File: src/rtl/pp_lock_pkg.sv
package pp_lock_pkg;

    localparam int NBUF = 2;

    typedef enum logic {
        LK_EMPTY  = 1'b0,
        LK_LOADED = 1'b1
    } lock_e;

    typedef logic buf_idx_t;

    function automatic logic count_legal(input logic [31:0] cnt, input int depth);
        return (cnt != 32'd0) && (cnt <= 32'(depth));
    endfunction

endpackage

File: src/rtl/pp_lock_bank.sv
module pp_lock_bank
    import pp_lock_pkg::*;
#(
    parameter int CNT_W = 5
) (
    input  logic             clk,
    input  logic             rst,
    input  logic             p_commit,
    input  buf_idx_t         p_idx,
    input  logic [CNT_W-1:0] p_cnt,
    input  logic             c_commit,
    input  buf_idx_t         c_idx,
    output lock_e            state_o [NBUF],
    output logic [CNT_W-1:0] cnt_o   [NBUF]
);

    lock_e            state_q [NBUF];
    logic [CNT_W-1:0] cnt_q   [NBUF];

    for (genvar b = 0; b < NBUF; b++) begin : g_buf
        always_ff @(posedge clk) begin
            if (rst) begin
                state_q[b] <= LK_EMPTY;
                cnt_q[b]   <= '0;
            end else if (p_commit && (int'(p_idx) == b)) begin
                state_q[b] <= LK_LOADED;
                cnt_q[b]   <= p_cnt;
            end else if (c_commit && (int'(c_idx) == b)) begin
                state_q[b] <= LK_EMPTY;
            end
        end
        assign state_o[b] = state_q[b];
        assign cnt_o[b]   = cnt_q[b];
    end

    AST_PROD_REL_ON_EMPTY: assert property (@(posedge clk) disable iff (rst)
        p_commit |-> state_q[p_idx] == LK_EMPTY);
    AST_CONS_REL_ON_LOADED: assert property (@(posedge clk) disable iff (rst)
        c_commit |-> state_q[c_idx] == LK_LOADED);
    AST_NO_SAME_BUF_COMMIT: assert property (@(posedge clk) disable iff (rst)
        !(p_commit && c_commit && p_idx == c_idx));

endmodule

File: src/rtl/pp_side.sv
module pp_side
    import pp_lock_pkg::*;
#(
    parameter int    CNT_W     = 5,
    parameter int    DEPTH     = 16,
    parameter lock_e WANT      = LK_EMPTY,
    parameter bit    CHECK_CNT = 1'b1
) (
    input  logic             clk,
    input  logic             rst,
    input  logic             acq_i,
    input  logic             rel_i,
    input  logic [CNT_W-1:0] cnt_i,
    input  lock_e            lock_i [NBUF],
    output buf_idx_t         idx_o,
    output logic             hold_o,
    output logic             gnt_o,
    output logic             commit_o,
    output logic             err_o
);

    buf_idx_t idx_q;
    logic     hold_q, pend_q, gnt_q, err_q;
    logic     acq_bad, rel_bad, cnt_ok, want, take;

    always_comb begin
        cnt_ok   = CHECK_CNT ? count_legal(32'(cnt_i), DEPTH) : 1'b1;
        acq_bad  = acq_i && (hold_q || pend_q);
        rel_bad  = rel_i && (!hold_q || !cnt_ok);
        commit_o = rel_i && hold_q && cnt_ok;
        want     = (acq_i && !acq_bad) || pend_q;
        take     = want && !hold_q && (lock_i[idx_q] == WANT);
    end

    always_ff @(posedge clk) begin
        if (rst) begin
            idx_q  <= 1'b0;
            hold_q <= 1'b0;
            pend_q <= 1'b0;
            gnt_q  <= 1'b0;
            err_q  <= 1'b0;
        end else begin
            pend_q <= want && !take;
            gnt_q  <= take;
            err_q  <= acq_bad || rel_bad;
            if (take) begin
                hold_q <= 1'b1;
            end else if (commit_o) begin
                hold_q <= 1'b0;
                idx_q  <= ~idx_q;
            end
        end
    end

    assign idx_o  = idx_q;
    assign hold_o = hold_q;
    assign gnt_o  = gnt_q;
    assign err_o  = err_q;

    AST_GRANT_ON_RIGHT_LOCK: assert property (@(posedge clk) disable iff (rst)
        gnt_o |-> lock_i[idx_o] == WANT);
    AST_IDX_MOVES_ON_RELEASE: assert property (@(posedge clk) disable iff (rst)
        $fell(hold_o) |-> idx_o != $past(idx_o));
    AST_GRANT_MEANS_HOLD: assert property (@(posedge clk) disable iff (rst)
        gnt_o |-> hold_o);

endmodule

File: src/rtl/pp_lock_ctrl.sv
module pp_lock_ctrl
    import pp_lock_pkg::*;
#(
    parameter int BUF_DEPTH = 16,
    parameter int CNT_W     = $clog2(BUF_DEPTH + 1)
) (
    input  logic             clk,
    input  logic             rst,
    input  logic             prod_acq,
    input  logic             prod_rel,
    input  logic [CNT_W-1:0] prod_rel_cnt,
    output logic             prod_gnt,
    output logic             prod_hold,
    output logic             prod_idx,
    output logic             prod_err,
    input  logic             cons_acq,
    input  logic             cons_rel,
    output logic             cons_gnt,
    output logic             cons_hold,
    output logic             cons_idx,
    output logic [CNT_W-1:0] cons_cnt,
    output logic             cons_err
);

    lock_e            lock_st [NBUF];
    logic [CNT_W-1:0] lock_cnt [NBUF];
    logic             p_commit, c_commit;
    buf_idx_t         p_idx, c_idx;

    pp_side #(
        .CNT_W(CNT_W), .DEPTH(BUF_DEPTH), .WANT(LK_EMPTY), .CHECK_CNT(1'b1)
    ) i_prod (
        .clk(clk), .rst(rst), .acq_i(prod_acq), .rel_i(prod_rel),
        .cnt_i(prod_rel_cnt), .lock_i(lock_st), .idx_o(p_idx),
        .hold_o(prod_hold), .gnt_o(prod_gnt), .commit_o(p_commit), .err_o(prod_err)
    );

    pp_side #(
        .CNT_W(CNT_W), .DEPTH(BUF_DEPTH), .WANT(LK_LOADED), .CHECK_CNT(1'b0)
    ) i_cons (
        .clk(clk), .rst(rst), .acq_i(cons_acq), .rel_i(cons_rel),
        .cnt_i('0), .lock_i(lock_st), .idx_o(c_idx),
        .hold_o(cons_hold), .gnt_o(cons_gnt), .commit_o(c_commit), .err_o(cons_err)
    );

    pp_lock_bank #(.CNT_W(CNT_W)) i_bank (
        .clk(clk), .rst(rst),
        .p_commit(p_commit), .p_idx(p_idx), .p_cnt(prod_rel_cnt),
        .c_commit(c_commit), .c_idx(c_idx),
        .state_o(lock_st), .cnt_o(lock_cnt)
    );

    assign prod_idx = p_idx;
    assign cons_idx = c_idx;
    assign cons_cnt = cons_hold ? lock_cnt[c_idx] : '0;

    AST_EXCLUSIVE_OWNER: assert property (@(posedge clk) disable iff (rst)
        !(prod_hold && cons_hold && (prod_idx == cons_idx)));
    AST_PROD_GNT_PULSE: assert property (@(posedge clk) disable iff (rst)
        prod_gnt |=> !prod_gnt);
    AST_CONS_GNT_PULSE: assert property (@(posedge clk) disable iff (rst)
        cons_gnt |=> !cons_gnt);

endmodule

File: config.mk
export PLATFORM = sky130hd
export DESIGN_NAME = pp_lock_ctrl
export DESIGN_NICKNAME = d
export VERILOG_FILES = /design/src/rtl/pp_lock_pkg.sv /design/src/rtl/pp_lock_bank.sv /design/src/rtl/pp_side.sv /design/src/rtl/pp_lock_ctrl.sv
export SDC_FILE = /design/constraint.sdc
export NUM_CORES = 1
export LEC_CHECK = 0
export ABC_AREA = 1
export ABC_CLOCK_PERIOD_IN_PS = 1100
export BUFFER_PORTS_ARGS = -buffer_cell sky130_fd_sc_hd__buf_4
export CAP_MARGIN = 25
export CORE_ASPECT_RATIO = 1.5
export CORE_MARGIN = 2
export CORE_UTILIZATION = 40
export DETAILED_ROUTE_END_ITERATION = 10
export HOLD_SLACK_MARGIN = 0.08
export PLACE_DENSITY = 0.73
export SLEW_MARGIN = 20
export SYNTH_ARGS = -nofsm -noshare
export SYNTH_HDL_FRONTEND = slang
export SYNTH_SLANG_ARGS = --single-unit
File: constraint.sdc
create_clock -name clk -period 1.1 [get_ports clk]
set_input_delay 0 -clock clk [delete_from_list [all_inputs] [get_ports clk]]
set_output_delay 0 -clock clk [all_outputs]
set_load 0.01 [all_outputs]
# Word level (Yosys, flattened, before mapping)
# Memories as Yosys holds them, arrays and structs flattened.
# Index checks and enable logic that the tools add are counted.
op_classes:
  n_lt_le_gt_ge: 3
  mux: 36
  bitwise_logic: 15
  reduce_logical: 39
ops:
  columns: ["op", "n"]
  rows:
  - ["2-to-1 mux 1 bit", 30]
  - ["2-to-1 mux 5 bit", 6]
  - ["logical AND 1 bit", 20]
  - ["zero test 1 bit", 7]
  - ["logical OR 1 bit", 7]
  - ["inverter 1 bit", 7]
  - ["OR 1 bit", 6]
  - ["<= comparator 5 bit (second input constant)", 1]
  - ["nonzero test 5 bit", 1]
  - [">= comparator 2 bit (second input constant)", 2]
  - ["inverter 1 -> 2 bit", 2]
  - ["AND reduction 2 bit", 2]
  - ["nonzero test 2 bit", 2]
totals:
  reg_bits: 10
  memories: 2
  input_bits: 11
  ramBits: 12
  wordCells: 105
  out_inout_bits: 13
memory_table:
  columns: ["name", "depth", "word_bits", "rd", "rd_clocked_by_memory_dff", "write_ports", "line", "source"]
  rows:
  - ["i_bank.cnt_q", 2, 5, 2, 0, 2, "pp_lock_bank.sv:18", "logic [CNT_W-1:0] cnt_q [NBUF];"]
  - ["i_bank.state_q", 2, 1, 2, 0, 2, "pp_lock_bank.sv:17", "lock_e state_q [NBUF];"]

# Depth between registers and ports, before layout
# Gate-level depths: netlist of run 1.
logic_depth:
  word_depth: 9
  ltp_mapped: 7
  ltp_nobuf: 7

# Modules after synthesis
# Synthesis of run 1 repeated with hierarchy kept, for this count alone.
hier_totals:
  cells_unflattened: 138
  area_unflattened_um2: 1087.3
by_module_without_submodules:
  columns: ["module", "n_inst", "cells_per_inst", "seq_area_each_um2", "area_each_um2"]
  rows:
  - ["pp_lock_bank", 1, 44, 360.3, 523.0]
  - ["pp_side at i_prod", 1, 38, 100.1, 247.7]
  - ["pp_side at i_cons", 1, 29, 100.1, 207.7]
  - ["pp_lock_ctrl", 1, 27, 0.0, 108.9]

# Worst setup path after synthesis of run 1
# Ideal clock, no wire load.
synth_path:
  path_kind: "register to register"
  start: "reg i_prod.hold_q, in the netlist i_prod.hold_o"
  end: "mem i_bank.cnt_q[1][0] (enable)"
  slack_ns: -0.192
  required_time_ns: 0.787
  period_less_slack_ns: 1.292
  arrival_ns: 0.980
  setup_time_ns: 0.313
  n_path_buf: 0
  stages_incl_launch_ff: 7
  path_cell_list: "dfxtp_1 -> nand2_1 -> inv_2 -> nand3_4 -> nor2_4 -> inv_1 -> nand2_1"
synth_lines:
  columns: ["element", "line", "source"]
  rows:
  - ["from (decl)", "pp_side.sv:23", "logic hold_q, pend_q, gnt_q, err_q;"]
  - ["from (signal assigned)", "pp_side.sv:38", "hold_q <= 1'b0;"]
  - ["from (signal assigned)", "pp_side.sv:47", "hold_q <= 1'b1;"]
  - ["from (signal assigned)", "pp_side.sv:49", "hold_q <= 1'b0;"]
  - ["to (decl)", "pp_lock_bank.sv:18", null]

# Worst setup path in the final report of run 1
layout_path:
  start: "reg i_cons.idx_q, in the netlist i_cons.idx_o"
  end: "out cons_cnt[1]"
layout_via:
  elab_chain_len: 5
layout_rtl:
  columns: ["element", "line", "source"]
  rows:
  - ["from (decl)", "pp_side.sv:22", "buf_idx_t idx_q;"]
  - ["from (signal assigned)", "pp_side.sv:50", "idx_q <= ~idx_q;"]
  - ["inverter 1 -> 2 bit (implied by the code)", "pp_lock_ctrl.sv:55", "assign cons_cnt = cons_hold ? lock_cnt[c_idx] : '0;"]
  - ["2-to-1 mux 5 bit (implied by the code) (3 in series)", "pp_lock_ctrl.sv:55", null]
  - ["2-to-1 mux 5 bit", "pp_lock_ctrl.sv:55", null]
  - ["to (decl)", "pp_lock_ctrl.sv:21", "output logic [CNT_W-1:0] cons_cnt,"]
# No other way between the ends. The select of a mux whose other input is x is not followed.

==> results.ini, run 1 <==
[finish]
fin_area_um2 = 1470
diodes = 0
fillers = 205
syn2layout_area_growth_pct = 49.7
drive_above_1_share = 0.452
nets = 167
final_cells = 179

[power]
p_per_area_nw_per_um2 = 1320
max-vdd-ir-drop_mv = 0.921
leakage_uw = 0.000658

[logic_synthesis]
synth_edf_count = 12
synth_top_area_cell = edfxtp_1
synth.cell_area_um2 = 982
yosysSeqAreaShare = 0.571
yosys_register_bits = 22
synthTopCellsByCount = nor2_1, nand2_1, edfxtp_1
postSynth.asyncResetShare = 0
ys.flop_type = edfxtp_1
synthCells = 111
syn_nets = 122
yosysTopAreaCellShare = 0.367
syn_avg_cell_area_um2 = 8.85
ys_warn_count = 0
synth_area_leaders = edfxtp_1, dfxtp_1, nor2_1, nand2_1, inv_1
netlist-cell-type-count = 22
synth_most_common_cell = nor2_1

[critical_path]
critPathKind = flop to output port
cp_data_arrival_time_ps = 1150
crit_fanout = 6
crit_chain = buf_6, o21ai_2, nor2_1, buf_4
cp-startpoint = i_cons.idx_o$_SDFFE_PP0P_
cpPeakStageDelay_ps = 380
setup.worst_path.start_class = flop
r2r_start = i_prod.hold_o$_SDFFE_PP0P_
crit_slowest_cell = dfxtp_4
cp-end-kind = output port
required_ps = 1100

[clocking]
worstSkewPairLatency_ps = 320
htreeDepth = 1
cts_made_buffers = 3
cts.path.max_buffers = 2
cts.sinks = 22
cts.clk_slew.worst_paths_ps = 130
cts_tree = yes
cts-root-buf = clkbuf_4

[timing]
worst_slew_pin_slew_ps = 214
finalMaxSlewViolations = 0
maxSlewHeadroom = 0.857
fmax_mhz = 870
fin_crit_sh = 1.05
grt_setup_unrepaired = true
setup_ws_ps = -49.7
fin_crit_ps = 1150
skew_ps = 15.8
setup_violations = 16
finalHoldViolations = 0

[run_status]
outcome = finished with violations
violations = setup timing

[place]
io_buffers = 23
dp_slack_ps = -22.8
place_congestion = 0.798
dp.cells = 162
placed_area_um2 = 1230
dp_hpwl_mm = 1.61

[global_route]
antenna_found_initial = 0
grt_pass1_wl_mm = 3.42
overflow = 0
grt_max_degree = 14
grtUsageTotal = 0.164
grt_pass1_vias = 885

[flow_run]
drv_cap = 0

[route]
vias_per_cell = 5.12
wl_per_cell_um = 12.4
drc_errors = 0
num_vias = 917
antenna_left = 0
drt_first_iter_violations = 26
drtPass1Iterations = 4
drt-total-wl_mm = 2.22

[floorplan]
fp.dieW_um = 44.5
core_region_area_um2 = 2390
std_cell_rows = 22
dieArea_um2 = 2880
initial_core_util = 0.410
dieHeight_um = 64.7
ios = 24

[min_path]
worstHoldStart = prod_rel_cnt[4]
hold_path_class = input port to flop

[state kept, by name (all words and copies together), names as in the netlist]
name,cells
i_prod.hold_o,1
i_bank.cnt_q,10
i_cons.err_o,1
i_prod.gnt_o,1
i_cons.hold_o,1
i_cons.pend_q,1
i_prod.pend_q,1
i_prod.idx_o,1
i_bank.state_q,2
i_cons.gnt_o,1
i_cons.idx_o,1
i_prod.err_o,1
[power by group]
group	switching, uW	leakage (uW)	total, uW	internal [uW]
logic	222	0.000423	429	207
registers	37.8	0.000209	977	939
clock network	254	0.0000261	532	278
total	514	0.000658	1940	1420
[critical path: cells and delay by family, from the launching register on]
| kind | cells | cell delay (ps) |
|---|---|---|
| and+or+nand+nor | 1 | 50 |
| AOI/OAI and AO/OA | 1 | 120 |
| DFF | 1 | 380 |
| buffers and inverters | 2 | 270 |
[cell usage in the layout (no fill, tap or decap), drive strengths merged]
cell	instances
or2	1
edfxtp	12
a21oi	7
nor2	30
buf	31
nand3	7
nand2	16
nand4	1
clkinv	1
o211ai	1
inv	13
dfxtp	10
dlygate4sd3	11
clkbuf	4
o21ai	10
[cell type report]
cell class	count	area (um^2)	share of cell area
Sequential cell	22	572	0.389
Timing Repair Buffer	42	354	0.241
Inverter	14	56.3	0.0383
Clock buffer	4	47.5	0.0323
Tap cell	24	30.0	0.0204
Multi-Input combinational cell	73	410	0.279
[through the flow]
stage | power (uW) | TNS [ps] | utilization | hold slack, ps
2_1_floorplan | 1180 | -101 | - | 143
3_3_place_gp | 1340 | 0 | 0.514 | 240
3_5_place_dp | 1350 | -172 | 0.514 | 242
4_1_cts | 1910 | -111 | 0.600 | 118
5_1_grt | 2000 | -1450 | 0.614 | 173
6_report | 1940 | -318 | 0.614 | 139
[repair_timing]
| item | in CTS | in global routing |
|---|---|---|
| pin swaps | 6 | 5 |
| gates resized for setup | 19 | 9 |
| hold endpoints to repair | 19 | 0 |
| setup buffers | 2 | 1 |
| hold buffers | 11 | 0 |
| setup endpoints to repair | 16 | 27 |
[cell families (layout without fill, tap and decap cells)]
kind of cell | count (synthesis) | count (layout) | synth area share
buffers and inverters | 16 | 60 | 0.0675
DFF | 22 | 22 | 0.571
AOI/OAI and AO/OA | 18 | 18 | 0.102
and+or+nand+nor | 55 | 55 | 0.260
[metal layers]
metal / part of all wire / vias up / global-route usage / routed length, um
met2: 0.61 / 23 / 0.328 / 1360
met3: 0.032 / 7 / 0.0167 / 72
met5: 0 / - / 0 / 0
met4: 0.029 / 0 / 0.110 / 65
li1: - / 450 / - / -
met1: 0.33 / 437 / 0.136 / 724
[worst paths after layout]
check                                                   endpoint  slack [ps]  cells after the start
worst max-delay path                                 cons_cnt[1]         -50                      4
worst min-delay path                     i_prod.err_o$_SDFF_PP0_         140                      5
worst max register to register  i_bank.cnt_q[0][4]$_SDFFCE_PN0P_         -30                      4
worst min register to register          i_prod.pend_q$_SDFF_PP0_         530                      2
No activity file was read; power rests on OpenSTA's default activity.
==> run 2, diff against run 1 <==
Settings changed: SETUP_SLACK_MARGIN from default to 0.3.
==> results.ini, run 2 (synthesis gave the netlist of run 1 again) <==
[timing]
finalHoldViolations = 0  ; unchanged
fin_crit_sh = 1.00  ; was 1.05
finalMaxSlewViolations = 0  ; unchanged
setup_violations = 6  ; was 16
fin_tns_setup_ps = -22.2  ; was -318 ps
worst_slew_pin_slew_ps = 314  ; was 214 ps
grt_setup_unrepaired = true  ; unchanged
skew_ps = 9.76  ; was 15.8 ps
maxSlewHeadroom = 0.790  ; was 0.857
fin_crit_ps = 1100  ; was 1150 ps
fmax_mhz = 906  ; was 870 MHz
setup_ws_ps = -4.08  ; was -49.7 ps

[floorplan]
std_cell_rows = 22  ; unchanged
dieArea_um2 = 2880  ; unchanged
dieHeight_um = 64.7  ; unchanged
initial_core_util = 0.410  ; unchanged
core_region_area_um2 = 2390  ; unchanged
ios = 24  ; unchanged
fp.dieW_um = 44.5  ; unchanged

[global_route]
grt_pass1_wl_mm = 3.46  ; was 3.42 mm
antenna_found_initial = 0  ; unchanged
overflow = 0  ; unchanged
grt_max_degree = 13  ; was 14
grtUsageTotal = 0.162  ; was 0.164
grt_pass1_vias = 888  ; was 885

[place]
dp_slack_ps = -7.74  ; was -22.8 ps
dp_hpwl_mm = 1.45  ; was 1.61 mm
io_buffers = 23  ; unchanged
place_congestion = 0.764  ; was 0.798
placed_area_um2 = 1210  ; was 1230 um^2

[finish]
syn2layout_area_growth_pct = 52.9  ; was 49.7%
largest_reg_flops = 10  ; unchanged
final_common_cell = buf_4  ; unchanged
top_regs = i_bank.cnt_q: 10 flops, i_bank.state_q: 2 flops  ; unchanged
fin_area_um2 = 1500  ; was 1470 um^2
drive_above_1_share = 0.503  ; was 0.452
regMostFlops = i_bank.cnt_q  ; unchanged
final_cell_mix = buf_4, nor2_1, edfxtp_1  ; unchanged
diodes = 0  ; unchanged
nets = 165  ; was 167

[route]
drt_first_iter_violations = 13  ; was 26
num_vias = 875  ; was 917
drt-total-wl_mm = 1.96  ; was 2.22 mm
drc_errors = 0  ; unchanged
vias_per_cell = 4.94  ; was 5.12
antenna_left = 0  ; unchanged
wl_per_cell_um = 11.1  ; was 12.4 um
drtPass1Iterations = 4  ; unchanged

[clocking]
cts.sinks = 22  ; unchanged
worstSkewPairLatency_ps = 310  ; was 320 ps
cts_tree = yes  ; unchanged
cts.path.max_buffers = 2  ; unchanged
htreeDepth = 1  ; unchanged
cts-root-buf = clkbuf_4  ; unchanged
cts_made_buffers = 3  ; unchanged
cts.clk_slew.worst_paths_ps = 110  ; was 130 ps

[critical_path]
r2r_start = i_prod.hold_o$_SDFFE_PP0P_  ; unchanged
cp-end-kind = flop  ; was output port
crit_fanout = 5  ; was 6
critPathKind = flop to flop  ; was flop to output port
cpPeakStageDelay_ps = 370  ; was 380 ps
rr_endpoint = i_bank.cnt_q[0][0]$_SDFFCE_PN0P_  ; was i_bank.cnt_q[0][4]$_SDFFCE_PN0P_
setup.worst_path.start_class = flop  ; unchanged
crit_slowest_cell = dfxtp_4  ; unchanged
cp_data_arrival_time_ps = 1120  ; was 1150 ps
cp_top_family = simple AND/OR/NAND/NOR gates  ; was flip-flops
path_buf_inv = 1  ; was 2
r2r_setup_slack_ps = -4  ; was -30 ps
crit_top_cell = nand2_2
reg2reg_depth = 4  ; unchanged
required_ps = 1120  ; was 1100 ps
crit_chain = nand2_2, inv_2, nand4_1, nand2_2  ; was buf_6, o21ai_2, nor2_1, buf_4

[min_path]
hold_depth = 4  ; was 5
worstHoldStart = rst  ; was prod_rel_cnt[4]
hold_end = i_cons.pend_q$_SDFF_PP0_  ; was i_prod.err_o$_SDFF_PP0_
hold_path_class = input port to flop  ; unchanged

[power]
max-vdd-ir-drop_mv = 0.938  ; was 0.921 mV
leakage_uw = 0.000639  ; was 0.000658 uW
p_per_area_nw_per_um2 = 1230  ; was 1320 nW/um^2
power.total_uw = 1850  ; was 1940 uW

[flow_run]
drv_cap = 0  ; unchanged

[run_status]
outcome = finished with violations  ; unchanged
violations = setup timing  ; unchanged

[run 2: layer usage]
| layer | global-route usage | vias to the layer above | routed length (um) |
|---|---|---|---|
| li1 | - | 445 | - |
| met1 | 0.167 | 409 | 676 |
| met2 | 0.297 | 14 | 1150 |
| met3 | 0.0167 | 7 | 62 |
| met4 | 0.0909 | 0 | 70 |
| met5 | 0 | - | 0 |
[run 2: layout make-up]
cell class	count	area [um^2]
timing repair buffer	40	348
inverter	14	61.3
sequential	22	573
fill	189	893
tap	24	30.0
clock buffer	4	36.3
multi-input combinational	73	453
[run 2: worst reg2reg max path: stages (launching register included)]
cell     delay [ps]
dfxtp_4         370
nand2_2          50
inv_2            70
nand4_1         160
nand2_2         180
[run 2: timing repair]
action / in CTS / in global routing
setup endpoints to repair: 42 / 42
endpoints found under the hold margin: 20 / 0
hold buffers: 10 / 0
resized for setup: 28 / 12
buffers inserted: 4 / 1
pin swaps: 7 / 6
[run 2: metrics by stage]
step                      hold WS [ps]  utilization  cells
after floorplan                    143            -    111
after global placement             231        0.507    158
after detailed placement           236        0.507    158
after CTS                          102        0.608    176
after global routing               144        0.627    177
final                             96.4        0.627    177
[run 2: power by group]
| group | switching [uW] | total (uW) | internal [uW] |
|---|---|---|---|
| Clock | 225 | 428 | 202 |
| Sequential | 54.5 | 995 | 940 |
| Combinational | 213 | 426 | 213 |
[run 2: how the worst max path moves through the flow]
stage,startpoint,endpoint,cells past startpoint
after floorplan,i_prod.hold_o$_SDFFE_PP0P_,i_bank.cnt_q[1][0]$_SDFFCE_PN0P_,6
after global placement,i_prod.hold_o$_SDFFE_PP0P_,i_bank.cnt_q[1][1]$_SDFFCE_PN0P_,6
after detailed placement,i_prod.hold_o$_SDFFE_PP0P_,i_bank.cnt_q[1][3]$_SDFFCE_PN0P_,6
after CTS,i_prod.hold_o$_SDFFE_PP0P_,i_bank.cnt_q[0][4]$_SDFFCE_PN0P_,4
after global routing,i_prod.hold_o$_SDFFE_PP0P_,i_bank.cnt_q[1][4]$_SDFFCE_PN0P_,6
final,i_prod.hold_o$_SDFFE_PP0P_,i_bank.cnt_q[0][0]$_SDFFCE_PN0P_,4
==> run 3, diff against run 2 <==
Settings changed: MAX_ROUTING_LAYER from default to met4.
==> results.ini, run 3 (synthesis gave the netlist of run 1 again) <==
[critical_path]
setup.worst_path.start_class = flop  ; unchanged
critPathKind = flop to flop  ; unchanged
crit_fanout = 5  ; unchanged
cp_data_arrival_time_ps = 1130  ; was 1120 ps
cpPeakStageDelay_ps = 370  ; about the same
crit_top_cell = nand2_2  ; unchanged
cp-end-kind = flop  ; unchanged
crit_chain = nand2_2, inv_2, nand4_1, nand2_2  ; unchanged
crit_slowest_cell = dfxtp_4  ; unchanged
required_ps = 1120  ; about the same

[finish]
layout.area.seq_um2 = 573  ; unchanged
syn2layout_area_growth_pct = 52.9  ; unchanged
regMostFlops = i_bank.cnt_q  ; unchanged
top_regs = i_bank.cnt_q: 10 flops, i_bank.state_q: 2 flops  ; unchanged
largest_reg_flops = 10  ; unchanged
final_cell_mix = buf_4, nor2_1, edfxtp_1  ; unchanged
multi_input_area_um2 = 453  ; unchanged
fillers = 189  ; unchanged
nets = 165  ; unchanged
diodes = 0  ; unchanged
drive_above_1_share = 0.503  ; unchanged
fin_area_um2 = 1500  ; unchanged
final_common_cell = buf_4  ; unchanged

[place]
dp_hpwl_mm = 1.45  ; unchanged
placed_area_um2 = 1210  ; unchanged
place_congestion = 0.774  ; was 0.764
io_buffers = 23  ; unchanged
dp_slack_ps = -7.74  ; unchanged

[run_status]
violations = setup timing  ; unchanged
outcome = finished with violations  ; unchanged

[timing]
grt_setup_unrepaired = true  ; unchanged
setup_violations = 6  ; unchanged
finalMaxSlewViolations = 0  ; unchanged
finalHoldViolations = 0  ; unchanged
fin_tns_setup_ps = -46.7  ; was -22.2 ps
fmax_mhz = 901  ; was 906 MHz
maxSlewHeadroom = 0.782  ; was 0.790
fin_crit_sh = 1.01  ; was 1.00
fin_crit_ps = 1110  ; was 1100 ps
worst_slew_pin_slew_ps = 326  ; was 314 ps
setup_ws_ps = -9.34  ; was -4.08 ps
skew_ps = 10.9  ; was 9.76 ps

[floorplan]
ios = 24  ; unchanged
dieHeight_um = 64.7  ; unchanged
std_cell_rows = 22  ; unchanged
dieArea_um2 = 2880  ; unchanged
fp.dieW_um = 44.5  ; unchanged
initial_core_util = 0.410  ; unchanged
core_region_area_um2 = 2390  ; unchanged

[power]
internal_power_uw = 1360  ; about the same
max-vdd-ir-drop_mv = 0.940  ; was 0.938 mV
p_comb_frac = 0.232  ; was 0.230
p_sw_uw = 493  ; about the same
seq_power_share = 0.538  ; about the same
power.total_uw = 1850  ; about the same
p_per_area_nw_per_um2 = 1230  ; about the same
p_sw_frac = 0.267  ; about the same
leakage_uw = 0.000639  ; unchanged
clockPowerShare = 0.230  ; was 0.231

[global_route]
antenna_found_initial = 0  ; unchanged
overflow = 0  ; unchanged
grt_pass1_wl_mm = 3.46  ; unchanged
grtUsageTotal = 0.166  ; was 0.162
grt_max_degree = 13  ; unchanged
grt_pass1_vias = 888  ; unchanged

[route]
drtPass1Iterations = 4  ; unchanged
drt-total-wl_mm = 1.97  ; was 1.96 mm
drt_first_iter_violations = 14  ; was 13
antenna_left = 0  ; unchanged
wl_per_cell_um = 11.2  ; was 11.1 um
num_vias = 877  ; was 875
vias_per_cell = 4.95  ; was 4.94
drc_errors = 0  ; unchanged

[clocking]
cts-root-buf = clkbuf_4  ; unchanged
cts.clk_slew.worst_paths_ps = 110  ; about the same
htreeDepth = 1  ; unchanged
worstSkewPairLatency_ps = 310  ; about the same
cts_tree = yes  ; unchanged
cts.sinks = 22  ; unchanged
cts_made_buffers = 3  ; unchanged
cts.path.max_buffers = 2  ; unchanged

[min_path]
hold_path_class = input port to flop  ; unchanged

[flow_run]
drv_cap = 0  ; unchanged

-- run 3: what timing repair did --
action	4_1_cts	5_1_grt
pin swaps	7	6
setup buffers	4	1
hold buffers	10	0
setup endpoints to repair	42	42
hold endpoints to repair	20	0
cloned	0	0
gates resized for setup	28	12
-- run 3: power groups by stage --
stage	logic [uW]	registers, uW	clock network, uW
2_1_floorplan	174	1020	0
4_1_cts	406	988	428
3_3_place_gp	334	998	0
5_1_grt	469	1000	453
3_5_place_dp	338	1000	0
6_report	428	995	425
-- run 3: through the flow --
step | cells | util | hold slack (ps)
6_report | 177 | 0.627 | 99.9
5_1_grt | 177 | 0.627 | 144
4_1_cts | 176 | 0.608 | 102
3_3_place_gp | 158 | 0.507 | 231
3_5_place_dp | 158 | 0.507 | 236
2_1_floorplan | 111 | - | 143
-- run 3: final cells by class --
class / count / share of cell area
multi-input cells: 73 / 0.302
flip-flops and latches: 22 / 0.382
repair buffers: 40 / 0.232
well taps: 24 / 0.0200
clock buffers: 4 / 0.0242
inverters: 14 / 0.0408
-- run 3: critical path: cells and delay by family, from the launching register on --
kind / cells / cell delay (ps)
simple gates: 3 / 380
flops: 1 / 370
buf+inv: 1 / 70
-- run 3: worst paths after layout --
| kind | from | to | slack (ps) | depth (start not counted) |
|---|---|---|---|---|
| hold reg to reg | i_cons.pend_q$_SDFF_PP0_ | i_cons.pend_q$_SDFF_PP0_ | 510 | 2 |
| setup reg to reg | i_prod.hold_o$_SDFFE_PP0P_ | i_bank.cnt_q[0][0]$_SDFFCE_PN0P_ | -9 | 4 |
| setup / recovery | i_prod.hold_o$_SDFFE_PP0P_ | i_bank.cnt_q[0][0]$_SDFFCE_PN0P_ | -9 | 4 |
| hold / removal | rst | i_cons.pend_q$_SDFF_PP0_ | 100 | 4 |
-- run 3: layer usage --
| layer | vias to the layer above | GRT usage | wire length [um] |
|---|---|---|---|
| li1 | 449 | - | - |
| met1 | 407 | 0.167 | 682 |
| met2 | 14 | 0.297 | 1160 |
| met3 | 7 | 0.0167 | 61 |
| met4 | 0 | 0.0909 | 68 |
| met5 | - | - | 0 |
